--- config.mk ---
export PLATFORM = sky130hd
export DESIGN_NAME = spi_regport
export DESIGN_NICKNAME = d
export VERILOG_FILES = /design/src/rtl/spi_regport_pkg.sv /design/src/rtl/spi_regport_sync.sv /design/src/rtl/spi_regport_ctrl.sv /design/src/rtl/spi_regport_dp.sv /design/src/rtl/spi_regport.sv
export SDC_FILE = /design/constraint.sdc
export NUM_CORES = 1
export LEC_CHECK = 0
export BUFFER_PORTS_ARGS = -buffer_cell sky130_fd_sc_hd__buf_2
export CELL_PAD_IN_SITES_DETAIL_PLACEMENT = 0
export CELL_PAD_IN_SITES_GLOBAL_PLACEMENT = 1
export CORE_ASPECT_RATIO = 0.6
export CORE_UTILIZATION = 51
export CTS_BUF_LIST = sky130_fd_sc_hd__clkbuf_4 sky130_fd_sc_hd__clkbuf_8
export DETAILED_ROUTE_END_ITERATION = 6
export GPL_ROUTABILITY_DRIVEN = 0
export PLACE_DENSITY_LB_ADDON = 0.1
export SLEW_MARGIN = 15
export SYNTH_ARGS = -nofsm -noshare
export SYNTH_HDL_FRONTEND = slang
export SYNTH_SLANG_ARGS = --single-unit
--- constraint.sdc ---
create_clock -name clk -period 3.4 [get_ports clk]
set_input_delay 0 -clock clk [delete_from_list [all_inputs] [get_ports clk]]
set_output_delay 0 -clock clk [all_outputs]
set_load 0.03 [all_outputs]
--- src/rtl/spi_regport_pkg.sv ---
package spi_regport_pkg;

  typedef enum logic [1:0] {
    ST_OK      = 2'b00,
    ST_NODEC   = 2'b01,
    ST_TIMEOUT = 2'b10
  } accStatus_t;

  // strobes from the control unit to the datapath
  typedef struct packed {
    logic clear;        // deselected: flush shift state, MISO low
    logic shiftIn;      // a rising SCLK sample
    logic captureAddr;  // last address bit arrives
    logic captureWdata; // last write data bit arrives
    logic latchRdata;   // read completion this cycle
    logic loadOut;      // first read data bit is driven
    logic shiftOut;     // further read data bits
    logic driveTail;    // ack / status bits
    logic tailBit;      // value for driveTail
    logic fallZero;     // any other falling edge
    logic outValid;     // read data may be shown
    logic useBus;       // take data straight from the bus this cycle
  } ctrlStrobes_t;

endpackage

--- src/rtl/spi_regport_sync.sv ---
module spi_regport_sync #(
  parameter int STAGES = 2,
  parameter int LANES = 3,
  parameter logic [LANES-1:0] RESET_VAL = '0
) (
  input  logic             clk,
  input  logic             rstN,
  input  logic [LANES-1:0] rawIn,
  output logic [LANES-1:0] syncOut
);

  for (genvar g = 0; g < LANES; g++) begin : g_lane
    logic [STAGES-1:0] pipe;
    always_ff @(posedge clk or negedge rstN) begin
      if (!rstN) pipe <= {STAGES{RESET_VAL[g]}};
      else       pipe <= {pipe[STAGES-2:0], rawIn[g]};
    end
    assign syncOut[g] = pipe[STAGES-1];
  end

endmodule

--- src/rtl/spi_regport_ctrl.sv ---
module spi_regport_ctrl
  import spi_regport_pkg::*;
#(
  parameter int ADDR_W = 15,
  parameter int DATA_W = 32,
  parameter int GAP_BITS = 8,
  parameter int PAD_BITS = 5
) (
  input  logic         clk,
  input  logic         rstN,
  input  logic         sclkS,
  input  logic         csNS,
  input  logic         mosiS,
  input  logic         regDone,
  input  logic         regErr,
  output logic         regReq,
  output logic         regWrite,
  output ctrlStrobes_t strb
);

  localparam int FRAME_LEN = 1 + ADDR_W + DATA_W + GAP_BITS + PAD_BITS + 3;
  localparam int CNT_W = $clog2(FRAME_LEN + 1);
  localparam logic [CNT_W-1:0] C_ADDR_LAST = CNT_W'(ADDR_W);
  localparam logic [CNT_W-1:0] C_RD_END    = CNT_W'(1 + ADDR_W + GAP_BITS);
  localparam logic [CNT_W-1:0] C_RD_DEND   = CNT_W'(1 + ADDR_W + GAP_BITS + DATA_W);
  localparam logic [CNT_W-1:0] C_WR_LAST   = CNT_W'(ADDR_W + DATA_W);
  localparam logic [CNT_W-1:0] C_WR_END    = CNT_W'(1 + ADDR_W + DATA_W + GAP_BITS);
  localparam logic [CNT_W-1:0] C_ACK       = CNT_W'(FRAME_LEN - 3);
  localparam logic [CNT_W-1:0] C_ST1       = CNT_W'(FRAME_LEN - 2);
  localparam logic [CNT_W-1:0] C_ST0       = CNT_W'(FRAME_LEN - 1);
  localparam logic [CNT_W-1:0] C_FRAME     = CNT_W'(FRAME_LEN);

  logic [CNT_W-1:0] bitCnt;
  logic             dirQ, reqQ, ackQ, sclkPrev;
  accStatus_t       statusQ;

  logic csActive, riseEv, fallEv, doneNow, atDeadline, issueNow;
  logic [CNT_W-1:0] deadline;

  assign csActive   = !csNS;
  assign riseEv     = sclkS && !sclkPrev;
  assign fallEv     = !sclkS && sclkPrev;
  assign doneNow    = reqQ && regDone;
  assign deadline   = dirQ ? C_WR_END : C_RD_END;
  assign atDeadline = fallEv && (bitCnt == deadline);
  assign issueNow   = dirQ ? (bitCnt == C_WR_LAST) : (bitCnt == C_ADDR_LAST);

  always_comb begin
    strb = '0;
    strb.clear        = !csActive;
    strb.shiftIn      = csActive && riseEv && (bitCnt < C_FRAME);
    strb.captureAddr  = strb.shiftIn && (bitCnt == C_ADDR_LAST);
    strb.captureWdata = strb.shiftIn && dirQ && (bitCnt == C_WR_LAST);
    strb.latchRdata   = csActive && doneNow && !dirQ;
    strb.useBus       = doneNow;
    strb.outValid     = doneNow ? !regErr : (ackQ && (statusQ == ST_OK));
    strb.loadOut      = csActive && fallEv && !dirQ && (bitCnt == C_RD_END);
    strb.shiftOut     = csActive && fallEv && !dirQ &&
                        (bitCnt > C_RD_END) && (bitCnt < C_RD_DEND);
    strb.driveTail    = csActive && fallEv &&
                        ((bitCnt == C_ACK) || (bitCnt == C_ST1) || (bitCnt == C_ST0));
    if (bitCnt == C_ACK)      strb.tailBit = ackQ;
    else if (bitCnt == C_ST1) strb.tailBit = statusQ[1];
    else                      strb.tailBit = statusQ[0];
    strb.fallZero     = csActive && fallEv;
  end

  always_ff @(posedge clk or negedge rstN) begin
    if (!rstN) begin
      bitCnt   <= '0;
      dirQ     <= 1'b0;
      reqQ     <= 1'b0;
      ackQ     <= 1'b0;
      statusQ  <= ST_OK;
      sclkPrev <= 1'b0;
    end else begin
      sclkPrev <= sclkS;
      if (!csActive) begin
        bitCnt  <= '0;
        dirQ    <= 1'b0;
        reqQ    <= 1'b0;
        ackQ    <= 1'b0;
        statusQ <= ST_OK;
      end else begin
        if (doneNow) begin
          reqQ    <= 1'b0;
          ackQ    <= 1'b1;
          statusQ <= regErr ? ST_NODEC : ST_OK;
        end else if (atDeadline && reqQ) begin
          reqQ    <= 1'b0;
          ackQ    <= 1'b0;
          statusQ <= ST_TIMEOUT;
        end
        if (strb.shiftIn) begin
          bitCnt <= bitCnt + 1'b1;
          if (bitCnt == '0) dirQ <= mosiS;
          if (issueNow)     reqQ <= 1'b1;
        end
      end
    end
  end

  assign regReq   = reqQ;
  assign regWrite = dirQ;

  // a completed request is dropped on the next clock
  a_r4_req_drop_after_done: assert property (@(posedge clk) disable iff (!rstN)
    reqQ && regDone |=> !reqQ);

  // deselect clears the counter and any pending request
  a_r7_idle_when_deselected: assert property (@(posedge clk) disable iff (!rstN)
    !csActive |=> (bitCnt == '0) && !reqQ);

  // no request outlives its processing gap
  a_r6_no_req_past_gap: assert property (@(posedge clk) disable iff (!rstN)
    (bitCnt > deadline) |-> !reqQ);

  // status code 11 never appears
  a_r3_status_legal: assert property (@(posedge clk) disable iff (!rstN)
    statusQ != 2'b11);

  // the bit counter never passes the frame length
  a_r9_count_bound: assert property (@(posedge clk) disable iff (!rstN)
    bitCnt <= C_FRAME);

endmodule

--- src/rtl/spi_regport_dp.sv ---
module spi_regport_dp
  import spi_regport_pkg::*;
#(
  parameter int ADDR_W = 15,
  parameter int DATA_W = 32
) (
  input  logic              clk,
  input  logic              rstN,
  input  ctrlStrobes_t      strb,
  input  logic              mosiBit,
  input  logic [DATA_W-1:0] regRdata,
  output logic [ADDR_W-1:0] addrQ,
  output logic [DATA_W-1:0] wdataQ,
  output logic              misoQ
);

  logic [DATA_W-1:0] inSr, inNext, outSr, rdataQ, outSrc;

  assign inNext = {inSr[DATA_W-2:0], mosiBit};
  assign outSrc = !strb.outValid ? '0 : (strb.useBus ? regRdata : rdataQ);

  always_ff @(posedge clk or negedge rstN) begin
    if (!rstN) begin
      inSr   <= '0;
      outSr  <= '0;
      rdataQ <= '0;
      addrQ  <= '0;
      wdataQ <= '0;
      misoQ  <= 1'b0;
    end else if (strb.clear) begin
      inSr   <= '0;
      outSr  <= '0;
      rdataQ <= '0;
      misoQ  <= 1'b0;
    end else begin
      if (strb.shiftIn)      inSr   <= inNext;
      if (strb.captureAddr)  addrQ  <= inNext[ADDR_W-1:0];
      if (strb.captureWdata) wdataQ <= inNext;
      if (strb.latchRdata)   rdataQ <= regRdata;
      if (strb.loadOut) begin
        misoQ <= outSrc[DATA_W-1];
        outSr <= {outSrc[DATA_W-2:0], 1'b0};
      end else if (strb.shiftOut) begin
        misoQ <= outSr[DATA_W-1];
        outSr <= {outSr[DATA_W-2:0], 1'b0};
      end else if (strb.driveTail) begin
        misoQ <= strb.tailBit;
      end else if (strb.fallZero) begin
        misoQ <= 1'b0;
      end
    end
  end

  // MISO goes low once deselected
  a_r8_miso_low_deselected: assert property (@(posedge clk) disable iff (!rstN)
    strb.clear |=> !misoQ);

  // a read without valid data starts its field with a zero
  a_r5_masked_first_bit: assert property (@(posedge clk) disable iff (!rstN)
    strb.loadOut && !strb.outValid |=> !misoQ);

endmodule

--- src/rtl/spi_regport.sv ---
module spi_regport
  import spi_regport_pkg::*;
#(
  parameter int ADDR_W = 15,
  parameter int DATA_W = 32,
  parameter int GAP_BITS = 8,
  parameter int PAD_BITS = 5,
  parameter int SYNC_STAGES = 2
) (
  input  logic              clk,
  input  logic              rstN,
  input  logic              sclkIn,
  input  logic              csNIn,
  input  logic              mosiIn,
  output logic              misoOut,
  output logic              regReq,
  output logic              regWrite,
  output logic [ADDR_W-1:0] regAddr,
  output logic [DATA_W-1:0] regWdata,
  input  logic [DATA_W-1:0] regRdata,
  input  logic              regDone,
  input  logic              regErr
);

  logic [2:0]   syncVec;
  ctrlStrobes_t strb;

  spi_regport_sync #(
    .STAGES(SYNC_STAGES), .LANES(3), .RESET_VAL(3'b010)
  ) uSync (
    .clk(clk), .rstN(rstN),
    .rawIn({sclkIn, csNIn, mosiIn}),
    .syncOut(syncVec)
  );

  spi_regport_ctrl #(
    .ADDR_W(ADDR_W), .DATA_W(DATA_W), .GAP_BITS(GAP_BITS), .PAD_BITS(PAD_BITS)
  ) uCtrl (
    .clk(clk), .rstN(rstN),
    .sclkS(syncVec[2]), .csNS(syncVec[1]), .mosiS(syncVec[0]),
    .regDone(regDone), .regErr(regErr),
    .regReq(regReq), .regWrite(regWrite),
    .strb(strb)
  );

  spi_regport_dp #(
    .ADDR_W(ADDR_W), .DATA_W(DATA_W)
  ) uDp (
    .clk(clk), .rstN(rstN),
    .strb(strb), .mosiBit(syncVec[0]), .regRdata(regRdata),
    .addrQ(regAddr), .wdataQ(regWdata), .misoQ(misoOut)
  );

  // address and data hold still while a request is pending
  a_r4_addr_stable: assert property (@(posedge clk) disable iff (!rstN)
    regReq && $past(regReq) |-> $stable(regAddr) && $stable(regWdata) && $stable(regWrite));

endmodule

==> results of run 1 <==
cell usage in the layout (no fill, tap or decap), drive strengths merged, types with 3 or more instances in the layout:
master / Yosys / routed
clkinv: 1 / 5
nor2: 7 / 7
ha: 4 / 4
clkbuf: 39 / 18
a21oi: 67 / 67
mux2i: 3 / 3
xor2: 4 / 4
nor2b: 3 / 3
dfrtp: 159 / 159
nand2: 135 / 135
o211ai: 3 / 3
mux2: 78 / 78
nand3: 32 / 32
dlygate4sd3: 0 / 38
a311oi: 30 / 30
buf: 20 / 103
inv: 4 / 11
o21ai: 64 / 64
nand4: 3 / 3
metrics by stage:
stage	cells	power, mW	utilization	cell area (um2)	hold WS, ps
after global routing	998	3.62	0.625	8620	185
after floorplan	692	2.02	-	7280	-296
after CTS	998	3.53	0.625	8620	178
after detailed placement	928	2.10	0.569	7840	106
final	998	3.49	0.625	8620	211
after global placement	928	2.10	0.569	7840	108
worst reg2reg max path: stages, from the launching register on:
cell	delay (ps)
dfrtp_1	440
inv_1	130
ha_1	170
or4bb_1	450
or3_2	940
a21oi_1	360
a311oi_1	90
state kept, by name (all words and copies together), names as in the netlist:
register	cells
uCtrl.ackQ	1
uCtrl.bitCnt	7
uCtrl.regReq	1
uCtrl.regWrite	1
uCtrl.sclkPrev	1
uCtrl.statusQ	2
uDp.addrQ	15
uDp.inSr	31
uDp.misoQ	1
uDp.outSr	31
uDp.rdataQ	32
uDp.wdataQ	32
uSync.g_lane.pipe	6
what timing repair did:
action	in CTS	in global routing
endpoints found under the hold margin	143	0
hold buffers	38	0
setup endpoints to repair	0	0
power by group through the flow:
stage / combinational, mW / clock (mW) / sequential, mW
after CTS: 0.171 / 1.43 / 1.93
after detailed placement: 0.136 / 0 / 1.97
after global placement: 0.134 / 0 / 1.97
final: 0.169 / 1.39 / 1.93
after global routing: 0.190 / 1.50 / 1.93
after floorplan: 0.0493 / 0 / 1.97
kinds of logic after synthesis:
family	Yosys count	synth area share
AND/OR/NAND/NOR	201	0.124
multiplexers	81	0.125
XOR/XNOR	4	0.00481
buffers and inverters	64	0.0411
AO/OA/AOI/OAI	177	0.145
adder cells (fa/ha/maj)	4	0.00687
flip-flops	161	0.554
how the worst max path moves through the flow:
stage / startpoint / endpoint / slack (ps)
after floorplan: uCtrl.regWrite / uDp.outSr[23] / 1320
after detailed placement: uCtrl.bitCnt[0] / uDp.outSr[6] / 690
after global placement: uCtrl.bitCnt[0] / uDp.outSr[1] / 870
after CTS: uCtrl.bitCnt[0] / uDp.outSr[29] / 660
after global routing: uCtrl.bitCnt[0] / uDp.outSr[29] / 460
final: uCtrl.bitCnt[0] / uDp.outSr[29] / 630
routing by layer:
metal	wire length [um]	share of wire	up-vias
met3	828	0.051	14
met5	0	0	-
met1	8260	0.50	2739
met4	124	0.0076	0
li1	-	-	2647
met2	7190	0.44	159
final cells by class:
class,instances,area (um2)
fill,1164,5170
sequential,161,4030
multi-input combinational,467,2970
timing repair buffer,141,965
clock buffer,18,248
tap,192,240
clock inverter,14,145
inverter,5,18.8
==> results.json, run 1 <==
{
  "wl_mm": 16.4,
  "timing.rr.end": "uDp.outSr[29]",
  "synth_enable_flop_cells": 0,
  "clockBufferDepth": 2,
  "fin_ws_ps": 634,
  "fin_crit_ps": 2770,
  "via_per_inst": 5.57,
  "numCtsBuffers": 17,
  "crit_family": "simple AND/OR/NAND/NOR gates",
  "die-area_um2": 14800,
  "grt.busiest_layer": "met1",
  "grtUsageMet1": 0.359,
  "min_to": "uSync.g_lane[1].pipe[0]",
  "cp_slowest_cell": "or3_2",
  "p_int_mw": 2.61,
  "ys.flop_type": "dfrtp_1",
  "slew_violations": 0,
  "grt_max_degree": 107,
  "syn_to_final_growth_pct": 18.3,
  "whs_path_depth": 2,
  "yosys_warnings": 0,
  "grt_pass1_vias": 5318,
  "relSlewSlack": 0.271,
  "postRouteAntennaNets": 0,
  "clkPwrFrac": 0.399,
  "synth_largest_area_cell": "dfrtp_1",
  "yosys.area.top_type_share": 0.546,
  "gr-usage-met3": 0.0450,
  "r2r_cells": 6,
  "final-setup-viol-count": 0,
  "cp_data_required_time_ps": 3650,
  "r2r_slack_ps": 630,
  "drc_errors": 0,
  "ios": 89,
  "drtIter0Drc": 382,
  "finalCritPeriodShare": 0.813,
  "syn_avg_cell_area_um2": 10.5,
  "rsz0062_at_grt": "false",
  "htree_levels": 4,
  "vias": 5559,
  "num_rows": 33,
  "worst-path-stages": 6,
  "tns_ps": 0,
  "cts_root_buf": "clkbuf_8",
  "cts_tree": "built",
  "p_comb_frac": 0.048,
  "power_density_nw_per_um2": 405,
  "cts_resized": 0,
  "drive_gt1_frac": 0.283,
  "postCtsSetupRepairBufs": 0,
  "hp-class": "in2reg",
  "dp_hpwl_mm": 9.99,
  "p_leak_nw": 4.06,
  "synth.most_common_cell": "dfrtp_1",
  "endpoint_kind": "flip-flop",
  "die_w_um": 156,
  "fmax_mhz": 362,
  "met2_usage": 0.342,
  "worstSetupStartpointType": "flip-flop",
  "share_seq_of_total_power": 0.553,
  "clkLatencyLatePin_ps": 440,
  "rr_startpoint": "uCtrl.bitCnt[0]",
  "path_max_fanout": 64,
  "ys_top_cells_by_count": "dfrtp_1, nand2_1, mux2_2",
  "firstDrtPassIters": 5,
  "max_stage_delay_ps": 940,
  "status": "finished clean",
  "ys_seq_area_frac": 0.554,
  "wl_per_cell_um": 16.4,
  "netlist_instances": 692,
  "syn_area_um2": 7280,
  "synthDistinctLibCells": 49,
  "hold_violations": 0,
  "ys_seq_elements": 161,
  "num_antenna_cells": 0,
  "port-buffer-count": 88,
  "grt_first_pass_wirelength_mm": 27.2,
  "peakVddDrop_v": 0.000237,
  "tightest_slew_ps": 1090,
  "grt-ovfl-total": 0,
  "syn-num-nets": 735,
  "nNetsFinal": 836,
  "post-place-ws_ps": 688,
  "track_usage": 0.236,
  "power_switching_mw": 0.882,
  "clk_pin_slew_ps": 90,
  "crit_buf_inv": 1,
  "clock_sinks": 161,
  "cp.arrival_ps": 3010,
  "path_class": "reg2reg",
  "maxCapViolations": 0,
  "synthArstFlopShare": 1.00,
  "die_y_um": 94.6,
  "core-area_um2": 13800,
  "netSwitchingFraction": 0.253,
  "antenna_found_initial": 0,
  "yosys-top-cells-area": "dfrtp_1, mux2_2, nand2_1",
  "initial_core_util": 0.528,
  "path_cells": "inv_1 -> ha_1 -> or4bb_1 -> or3_2 -> a21oi_1 -> a311oi_1",
  "skew_ps": 14.8,
  "worstHoldStart": "csNIn"
}
(Power assumes the default switching activity.)
==> run 2: changes to the inputs <==
--- a/config.mk
+++ b/config.mk
@@ -9,7 +9,7 @@
 export CELL_PAD_IN_SITES_DETAIL_PLACEMENT = 0
 export CELL_PAD_IN_SITES_GLOBAL_PLACEMENT = 1
 export CORE_ASPECT_RATIO = 0.6
-export CORE_UTILIZATION = 51
+export CORE_UTILIZATION = 47
 export CTS_BUF_LIST = sky130_fd_sc_hd__clkbuf_4 sky130_fd_sc_hd__clkbuf_8
 export DETAILED_ROUTE_END_ITERATION = 6
 export GPL_ROUTABILITY_DRIVEN = 0
==> constraint.sdc (replaced) <==
create_clock -name clk -period 2.6 [get_ports clk]
set_input_delay 0 -clock clk [delete_from_list [all_inputs] [get_ports clk]]
set_output_delay 0 -clock clk [all_outputs]
set_load 0.03 [all_outputs]
==> run 2 against run 1 <==
  * Critical path depth unchanged
  * Total power increased by 37%
  * Flip-flop and latch count unchanged
  * Clock skew increased by 5.2 ps
  * Die area increased by 8.4%
  * Worst setup slack got worse by 320 ps
  * Cell area increased by 1.2%
  * Non-clock buffer count increased by 3
  * Worst hold slack got worse by 72 ps
  * Global-route usage decreased by 1.0 points
==> results.json, run 2 (synthesis results as in run 1) <==
{
  "peakVddDrop_v": 0.000305,
  "final-setup-viol-count": 0,
  "max_stage_delay_ps": 510,
  "cp_data_required_time_ps": 2930,
  "power_mw": 4.77,
  "path_class": "reg2reg",
  "track_usage": 0.226,
  "clockBufferDepth": 2,
  "worstSetupStartpointType": "flip-flop",
  "grt_first_pass_wirelength_mm": 28.7,
  "dp_hpwl_mm": 10.5,
  "clk_pin_slew_ps": 100,
  "top_regs": "uDp.rdataQ x32, uDp.wdataQ x32",
  "core-area_um2": 14800,
  "cts_root_buf": "clkbuf_8",
  "die_w_um": 163,
  "cp.arrival_ps": 2620,
  "cts_tree": "built",
  "clkLatencyLatePin_ps": 440,
  "postCtsSetupRepairBufs": 0,
  "hp-class": "in2async",
  "grt_max_degree": 74,
  "layout_common_cells": "dfrtp_1, nand2_1, buf_2",
  "wl_mm": 16.8,
  "path_cells": "inv_1 -> ha_1 -> or4bb_1 -> or3_2 -> buf_12 -> a311oi_1",
  "status": "finished clean",
  "endpoint_kind": "flip-flop",
  "via_per_inst": 5.49,
  "fin_crit_ps": 2290,
  "fmax_mhz": 438,
  "slew_violations": 0,
  "ios": 89,
  "numCtsBuffers": 17,
  "final_common_cell": "dfrtp_1",
  "finalCritPeriodShare": 0.879,
  "antenna_found_initial": 0,
  "num_rows": 34,
  "rsz0062_at_grt": "false",
  "cts_hold_buf": 38,
  "path_max_fanout": 64,
  "cts_resized": 0,
  "syn_to_final_growth_pct": 19.7,
  "initial_core_util": 0.492,
  "tns_ps": 0,
  "multi_input_area_um2": 2970,
  "final_util": 0.589,
  "die-area_um2": 16000,
  "n_fill_cell": 1306,
  "die_y_um": 98.4,
  "grt-ovfl-total": 0,
  "num_antenna_cells": 0,
  "drc_errors": 0,
  "drtIter0Drc": 327,
  "htree_levels": 4,
  "relSlewSlack": 0.460,
  "firstDrtPassIters": 5,
  "postRouteAntennaNets": 0,
  "regArea_um2": 4030,
  "grt_pass1_vias": 5510,
  "skew_ps": 20.0,
  "maxCapViolations": 0,
  "power_density_nw_per_um2": 547,
  "tightest_slew_ps": 810,
  "vias": 5530,
  "nNetsFinal": 839,
  "hold_violations": 0,
  "drive_gt1_frac": 0.286,
  "wl_per_cell_um": 16.7,
  "port-buffer-count": 88,
  "r2r_cells": 6,
  "cp_slowest_cell": "or3_2",
  "clock_sinks": 161,
  "p_leak_nw": 4.11
}
==> run 2: final timing paths <==
| path | end | from | slack, ps |
|---|---|---|---|
| max | uDp.outSr[10] | uCtrl.bitCnt[0] | 310 |
| min | uDp.wdataQ[9] | rstN | 140 |
| max reg2reg | uDp.outSr[10] | uCtrl.bitCnt[0] | 310 |
| min reg2reg | uSync.g_lane[2].pipe[1] | uSync.g_lane[2].pipe[0] | 360 |
| max in group asynchronous | uSync.g_lane[1].pipe[0] | rstN | 1700 |
| min in group clk | uSync.g_lane[1].pipe[0] | csNIn | 210 |
==> run 2: worst max-delay path: cells and delay by family, from the launching register on <==
family,cells,cell delay (ps)
buffers and inverters,2,340
flip-flops,1,430
adder cells (fa/ha/maj),1,160
AND/OR/NAND/NOR,2,960
AO/OA/AOI/OAI,1,300
==> run 2: through the flow <==
stage / hold slack, ps / worst slack (ps) / instance area (um2) / instances
2_1_floorplan: -296 / 522 / 7280 / 692
3_3_place_gp: 51.0 / 405 / 7900 / 937
3_5_place_dp: 66.5 / 337 / 7900 / 937
4_1_cts: 148 / 325 / 8720 / 1007
5_1_grt: 179 / 194 / 8720 / 1007
6_report: 139 / 315 / 8720 / 1007
==> run 2: layout make-up <==
cell class	instances	share of cell area
well taps	198	0.0284
flip-flops and latches	161	0.462
clock buffers	18	0.0284
inverters	5	0.00215
clock inverters	14	0.0220
repair buffers	144	0.116
multi-input cells	467	0.340
==> run 2: power breakdown <==
group / internal (mW) / switching, mW / leakage, nW
Combinational: 0.0848 / 0.143 / 1.67
Sequential: 2.51 / 0.0105 / 2.23
Clock: 1.01 / 1.01 / 0.217
==> run 2: per-layer routing <==
| layer | GRT usage | wire [um] |
|---|---|---|
| met3 | 0.0387 | 702 |
| met1 | 0.355 | 8730 |
| met2 | 0.324 | 7230 |
| met4 | 0.0532 | 118 |
| met5 | 0 | 0 |
